### src/rtl/cfw_pkg.sv
package cfw_pkg;
  typedef enum logic [1:0] {
    CAUSE_NONE = 2'd0,
    CAUSE_EDGE = 2'd1,
    CAUSE_SIG  = 2'd2
  } cause_e;
endpackage

### src/rtl/cfw_sig.sv
// Running signature of a branch-free run: rotate left by one, XOR folded word.
module cfw_sig #(
  parameter int IW = 32,
  parameter int SW = 16
) (
  input  logic          clk,
  input  logic          rst,
  input  logic          step,
  input  logic          restart,
  input  logic [IW-1:0] insn,
  output logic [SW-1:0] sig
);
  localparam int NCH = IW / SW;

  logic [SW-1:0] part [NCH];
  logic [SW-1:0] fold;

  assign part[0] = insn[SW-1:0];
  for (genvar g = 1; g < NCH; g++) begin : g_fold
    assign part[g] = part[g-1] ^ insn[g*SW +: SW];
  end
  assign fold = part[NCH-1];

  always_ff @(posedge clk) begin
    if (rst)       sig <= '0;
    else if (step) sig <= restart ? fold : ({sig[SW-2:0], sig[SW-1]} ^ fold);
  end
endmodule

### src/rtl/cfw_table.sv
// Key/data table with registered read (block RAM friendly) and reset valid bits.
module cfw_table #(
  parameter int N  = 32,
  parameter int KW = 16,
  parameter int DW = 16,
  localparam int XW = $clog2(N)
) (
  input  logic          clk,
  input  logic          rst,
  input  logic          wr_en,
  input  logic [XW-1:0] wr_idx,
  input  logic          wr_vld,
  input  logic [KW-1:0] wr_key,
  input  logic [DW-1:0] wr_data,
  input  logic [XW-1:0] rd_idx,
  output logic          rd_vld,
  output logic [KW-1:0] rd_key,
  output logic [DW-1:0] rd_data
);
  logic [KW+DW-1:0] mem [N];
  logic [KW+DW-1:0] rd_word;
  logic [N-1:0]     vld;

  always_ff @(posedge clk) begin
    if (wr_en) mem[wr_idx] <= {wr_key, wr_data};
    rd_word <= mem[rd_idx];
  end

  always_ff @(posedge clk) begin
    if (rst) begin
      vld    <= '0;
      rd_vld <= 1'b0;
    end else begin
      if (wr_en) vld[wr_idx] <= wr_vld;
      rd_vld <= vld[rd_idx];
    end
  end

  assign rd_key  = rd_word[KW+DW-1:DW];
  assign rd_data = rd_word[DW-1:0];
endmodule

### src/rtl/ctrl_flow_watchdog.sv
module ctrl_flow_watchdog
  import cfw_pkg::*;
#(
  parameter int AW = 16,
  parameter int IW = 32,
  parameter int SW = 16,
  parameter int N  = 32,
  localparam int IDXW = $clog2(N)
) (
  input  logic            clk,
  input  logic            rst,
  input  logic            fetch_valid,
  input  logic [AW-1:0]   fetch_addr,
  input  logic [IW-1:0]   fetch_insn,
  output logic            fetch_ready,
  input  logic            tbl_we,
  input  logic            tbl_sel,
  input  logic [IDXW-1:0] tbl_idx,
  input  logic            tbl_vld,
  input  logic [AW-1:0]   tbl_key,
  input  logic [AW-1:0]   tbl_dst,
  input  logic [SW-1:0]   tbl_sig,
  input  logic            err_clr,
  output logic            err_flag,
  output logic [1:0]      err_cause,
  output logic [AW-1:0]   err_addr
);
  localparam int STW = $clog2(N + 1);
  localparam logic [STW-1:0] LAST = STW'(N);

  logic            srch;
  logic [STW-1:0]  step;
  logic            have_prev;
  logic [AW-1:0]   prev_addr, blk_start;
  logic [AW-1:0]   chk_src, chk_dst, chk_start;
  logic [SW-1:0]   chk_sig, sig;
  logic            edge_hit, sig_hit;

  logic            e_vld, s_vld;
  logic [AW-1:0]   e_src, e_dst, s_key;
  logic [SW-1:0]   s_sig;

  logic accept, seq, restart, jump, cmp, done;
  logic e_match, s_match, edge_ok, sig_ok;
  cause_e new_cause;

  assign fetch_ready = !srch;
  assign accept  = fetch_valid && !srch;
  assign seq     = (fetch_addr == prev_addr + 1'b1);
  assign restart = !have_prev || !seq;
  assign jump    = accept && have_prev && !seq;
  assign cmp     = srch && (step != '0);
  assign done    = srch && (step == LAST);

  cfw_sig #(.IW(IW), .SW(SW)) u_sig (
    .clk(clk), .rst(rst), .step(accept), .restart(restart),
    .insn(fetch_insn), .sig(sig)
  );

  cfw_table #(.N(N), .KW(AW), .DW(AW)) u_edges (
    .clk(clk), .rst(rst),
    .wr_en(tbl_we && !tbl_sel), .wr_idx(tbl_idx), .wr_vld(tbl_vld),
    .wr_key(tbl_key), .wr_data(tbl_dst),
    .rd_idx(step[IDXW-1:0]), .rd_vld(e_vld), .rd_key(e_src), .rd_data(e_dst)
  );

  cfw_table #(.N(N), .KW(AW), .DW(SW)) u_sigs (
    .clk(clk), .rst(rst),
    .wr_en(tbl_we && tbl_sel), .wr_idx(tbl_idx), .wr_vld(tbl_vld),
    .wr_key(tbl_key), .wr_data(tbl_sig),
    .rd_idx(step[IDXW-1:0]), .rd_vld(s_vld), .rd_key(s_key), .rd_data(s_sig)
  );

  assign e_match = cmp && e_vld && (e_src == chk_src) && (e_dst == chk_dst);
  assign s_match = cmp && s_vld && (s_key == chk_start) && (s_sig == chk_sig);
  assign edge_ok = edge_hit || e_match;
  assign sig_ok  = sig_hit || s_match;

  always_comb begin
    if (!edge_ok)     new_cause = CAUSE_EDGE;
    else if (!sig_ok) new_cause = CAUSE_SIG;
    else              new_cause = CAUSE_NONE;
  end

  // Fetch tracking and search sequencing
  always_ff @(posedge clk) begin
    if (rst) begin
      srch      <= 1'b0;
      step      <= '0;
      have_prev <= 1'b0;
      prev_addr <= '0;
      blk_start <= '0;
      chk_src   <= '0;
      chk_dst   <= '0;
      chk_start <= '0;
      chk_sig   <= '0;
      edge_hit  <= 1'b0;
      sig_hit   <= 1'b0;
    end else begin
      if (accept) begin
        have_prev <= 1'b1;
        prev_addr <= fetch_addr;
        if (restart) blk_start <= fetch_addr;
      end
      if (jump) begin
        srch      <= 1'b1;
        step      <= '0;
        edge_hit  <= 1'b0;
        sig_hit   <= 1'b0;
        chk_src   <= prev_addr;
        chk_dst   <= fetch_addr;
        chk_start <= blk_start;
        chk_sig   <= sig;
      end
      if (srch) begin
        edge_hit <= edge_ok;
        sig_hit  <= sig_ok;
        if (done) srch <= 1'b0;
        else      step <= step + 1'b1;
      end
    end
  end

  // Sticky error capture
  always_ff @(posedge clk) begin
    if (rst) begin
      err_flag  <= 1'b0;
      err_cause <= 2'd0;
      err_addr  <= '0;
    end else begin
      if (err_clr) begin
        err_flag  <= 1'b0;
        err_cause <= 2'd0;
        err_addr  <= '0;
      end
      if (done && (new_cause != CAUSE_NONE) && (!err_flag || err_clr)) begin
        err_flag  <= 1'b1;
        err_cause <= new_cause;
        err_addr  <= chk_dst;
      end
    end
  end


  sticky_flag_chk: assert property (@(posedge clk) disable iff (rst)
    err_flag && !err_clr |=> err_flag);

  sticky_info_chk: assert property (@(posedge clk) disable iff (rst)
    err_flag && !err_clr |=> $stable(err_cause) && $stable(err_addr));

  cause_legal_chk: assert property (@(posedge clk) disable iff (rst)
    err_flag |-> (err_cause == 2'd1 || err_cause == 2'd2));

  busy_after_jump_chk: assert property (@(posedge clk) disable iff (rst)
    jump |=> !fetch_ready);

  search_bound_chk: assert property (@(posedge clk) disable iff (rst)
    srch |-> step <= LAST);

  seq_no_search_chk: assert property (@(posedge clk) disable iff (rst)
    accept && have_prev && seq |=> fetch_ready);

  clear_chk: assert property (@(posedge clk) disable iff (rst)
    err_clr && !done |=> !err_flag);
endmodule

### config.mk
export PLATFORM = sky130hd
export DESIGN_NAME = ctrl_flow_watchdog
export DESIGN_NICKNAME = d
export VERILOG_FILES = /design/src/rtl/cfw_pkg.sv /design/src/rtl/cfw_sig.sv /design/src/rtl/cfw_table.sv /design/src/rtl/ctrl_flow_watchdog.sv
export SDC_FILE = /design/constraint.sdc
export NUM_CORES = 2
export LEC_CHECK = 0
export CORE_UTILIZATION = 40
export CTS_CLUSTER_SIZE = 12
export DETAILED_ROUTE_END_ITERATION = 8
export PLACE_DENSITY = 0.6
export SETUP_SLACK_MARGIN = 0.2
export SLEW_MARGIN = 25
export SYNTH_ARGS = -nofsm -noshare
export SYNTH_HDL_FRONTEND = slang
export SYNTH_HIERARCHICAL = 1
export SYNTH_SLANG_ARGS = --single-unit
### constraint.sdc
create_clock -name clk -period 8.5 [get_ports clk]
set_input_delay 2.55 -clock clk [delete_from_list [all_inputs] [get_ports clk]]
set_output_delay 2.55 -clock clk [all_outputs]
set_load 0.005 [all_outputs]
==> impl_metrics.ini <==
[run_status]
outcome = completed

[logic_synthesis]
synth_area_mm2 = 0.0896
synth_ff_type = edfxtp_1
synth_edf_count = 2048
yosys.cell_types.count = 65
syn_avg_cell_area_um2 = 21.0
synth_cells = 4258
seq_area_frac_synth_pct = 74.7
ys_seq_elements = 2319
ys_warn_count = 6
syn-num-nets = 4369
synthArstFlopShare_pct = 0

[setup_path]
cpMaxStageDelayCell = or3b_1
cp.depth = 5
critPathLaunchType = primary input
r2r_cells = 5
cp_max_fo = 32
path_buf_inv = 2
crit_path_start = tbl_we
r2r_slack_ns = 4.55
critPathCapture = u_edges/mem[4][23]$_DFFE_PP_
path_delay_family = simple AND/OR/NAND/NOR gates
critPathCaptureType = flop
crit_required_ns = 8.95
cpPeakStageDelay_ns = 0.82
r2r-start = step[1]$_SDFF_PP0_
crit_chain = clkdlybuf4s50_1, nor2b_1, or3b_1, nand2b_1, inv_2
r2r-end = u_sigs/rd_word[6]$_DFF_P_
criticalPathCategory = primary input to flop
cp.arrival_ns = 5.49

[die]
num_io_pins = 128
num_rows = 173
dieWidth_um = 475
start_util_pct = 40.3
core_area_mm2 = 0.222
die-height_um = 475
fp.dieArea_mm2 = 0.226

[finish]
final_cell_area_mm2 = 0.102
n_fill_cell = 18400
layout.nets = 4594
final_layout_size_suffix_gt1_share_pct = 27.1
syn_to_final_growth_pct = 13.4

[routing]
first_pass_iters = 5
vias = 43200
drt_iter0_markers = 4491
post-route-drc-count = 0
wl_per_cell_um = 28.3
wl_mm = 216
vias_per_cell = 5.65
antenna_left = 0

[timing]
fin_crit_sh_pct = 59.3
tns_ns = 0
report.final.slew_viol_count = 0
finClkSkew_ns = 0.0456
finalWorstSetupSlack_ns = 3.46
setup_viol = 0
finalHoldViolations = 0
fmax_ghz = 0.198
relSlewSlack_pct = 13.0
rsz0062_at_grt = no
finalCriticalPeriod_ns = 5.04
worstMarginPinSlew_ns = 1.31

[hold_path]
min_path_type = flop to flop
worstHoldStart = blk_start[0]$_SDFFE_PP0P_

[global_route]
grt_remaining_overflow = 0
grt_usage_pct = 19.2
grt_max_degree = 155
antenna_found_initial = 40
grt_pass1_vias = 43700
grt_first_pass_wirelength_mm = 312

[cts]
cts_hold_buf = 0
cts_buffers = 232
clock_path_buffers = 3
clock_latency_ns = 0.87
cts_setup_buffers = 0
clock-sinks = 2319
cts_htree_levels = 4
cts_root_buf = clkbuf_16
cts_resized = 0
path_clk_slew_ns = 0.06
cts_tree = yes

[place]
post-place-ws_ns = 2.55
port_buffers = 127
gp_congestion = 0.810
placed_area_mm2 = 0.0946
dp.final_hpwl_mm = 123

[power_and_ir_drop]
p_per_area_mw_per_mm2 = 226
ir_worst_vdd_mv = 0.240
p_leak_nw = 30.4

[flow_run]
maxCapViolCount = 0
==> cell usage after synthesis (7+ instances only) <==
master    instances  share of area [%]
nand2b_1         26               0.18
a21oi_1          83               0.46
xnor2_1          85               0.83
and3_1            8              0.056
mux2i_1          43               0.48
nand2_1         166               0.70
nand3b_1         13               0.11
clkbuf_1        135               0.57
o221ai_2         14               0.23
o211ai_1         69               0.58
xor2_1           16               0.16
buf_4            49               0.41
nand4_1          16               0.11
dfxtp_1         271                6.1
mux2_2           66               0.83
edfxtp_1       2048                 69
nor4_1            9              0.063
nor2_1           93               0.39
nor3_1            7              0.039
mux4_2          652                 16
inv_1            32               0.13
buf_6            23               0.29
nor3b_1           7              0.059
o21ai_1          48               0.27
nor2b_1          24               0.17
or3_1             8              0.056
nand4b_1         17               0.17
nand3_1          19               0.11
buf_2            17              0.095
o21ai_0          98               0.55
buf_1            28               0.12
==> sequential cells by signal (all words and copies together), names as in the netlist <==
signal / cells
u_edges/mem: 1024
u_sigs/mem: 1024
u_edges/rd_word: 32
u_edges/vld: 32
u_sigs/rd_word: 32
u_sigs/vld: 32
blk_start: 16
chk_dst: 16
chk_sig: 16
chk_src: 16
chk_start: 16
err_addr: 16
prev_addr: 16
u_sig/sig: 16
step: 6
err_cause: 2
edge_hit: 1
err_flag: 1
have_prev: 1
sig_hit: 1
srch: 1
u_edges/rd_vld: 1
u_sigs/rd_vld: 1
==> worst reg2reg max path, stage by stage (launching register included) <==
cell     delay, ns
dfxtp_4       0.78
buf_12        0.56
buf_12        0.61
mux4_2        0.91
mux4_2        0.53
mux2_2        0.40
==> cells by family after synthesis <==
kind of cell	synth area share, %
xor gates and xnor gates	0.988
AOI/OAI and AO/OA	2.44
muxes	17.8
buffers and inverters	1.64
and+or+nand+nor	2.41
DFF	74.7
adders and majority gates	0.0419
==> cell usage in the layout, fill, tap and decap left out, types with 48 or more instances in the layout <==
master,netlist,routed
mux2_2,66,66
clkbuf_1,135,87
buf_4,49,115
o21ai_1,48,48
nand2_1,166,165
edfxtp_1,2048,2048
a21oi_1,83,83
o211ai_1,69,69
clkbuf_16,0,237
mux4_2,652,652
nor2_4,0,60
dfxtp_1,271,266
clkdlybuf4s50_1,0,87
xnor2_1,85,85
o21ai_0,98,98
==> power by group <==
group / internal (W) / leakage [nW] / switching [W] / total, W
logic: 0.000401 / 6.33 / 0.000570 / 0.000971
registers: 0.0125 / 20.6 / 0.0000640 / 0.0126
clock network: 0.00526 / 3.38 / 0.00418 / 0.00944
total: 0.0182 / 30.4 / 0.00481 / 0.0230
==> how the worst min path moves through the flow <==
stage                                              to  slack [ns]  depth (start not counted)
final                       chk_start[0]$_SDFFE_PP0P_        0.47                          2
after global routing      u_sigs/vld[13]$_SDFFE_PP0P_        0.49                          2
after CTS                   chk_start[9]$_SDFFE_PP0P_        0.47                          2
after detailed placement    chk_start[3]$_SDFFE_PP0P_        0.46                          2
after global placement     chk_start[13]$_SDFFE_PP0P_        0.45                          2
after floorplan            chk_start[10]$_SDFFE_PP0P_        0.44                          2
==> stage by stage <==
stage / utilization, % / cells / total power, W / hold WS [ns]
final: 45.7 / 7636 / 0.0230 / 0.466
after CTS: 45.7 / 7633 / 0.0232 / 0.468
after global routing: 45.7 / 7635 / 0.0237 / 0.489
after floorplan: - / 4258 / 0.0134 / 0.435
after global placement: 42.6 / 7222 / 0.0138 / 0.451
after detailed placement: 42.6 / 7223 / 0.0138 / 0.461
==> routing by layer <==
metal / up-vias / global-route usage [%] / share of wire [%]
met3: 322 / 4.52 / 7.5
met2: 1456 / 29.5 / 47
met1: 23300 / 27.2 / 43
li1: 18100 / - / -
met5: - / 0 / 0.070
met4: 24 / 5.52 / 2.5
==> area by class of cell <==
class | instances | area [µm²] | area share, %
clock buffer | 340 | 6470 | 6.37
antenna | 2 | 5.00 | 0.00493
clock inverter | 70 | 478 | 0.471
inverter | 35 | 139 | 0.137
timing repair buffer | 245 | 2130 | 2.10
sequential | 2319 | 66900 | 65.9
tap | 2975 | 3720 | 3.67
multi-input combinational | 1650 | 21600 | 21.3
No activity file was read; power rests on OpenSTA's default activity.
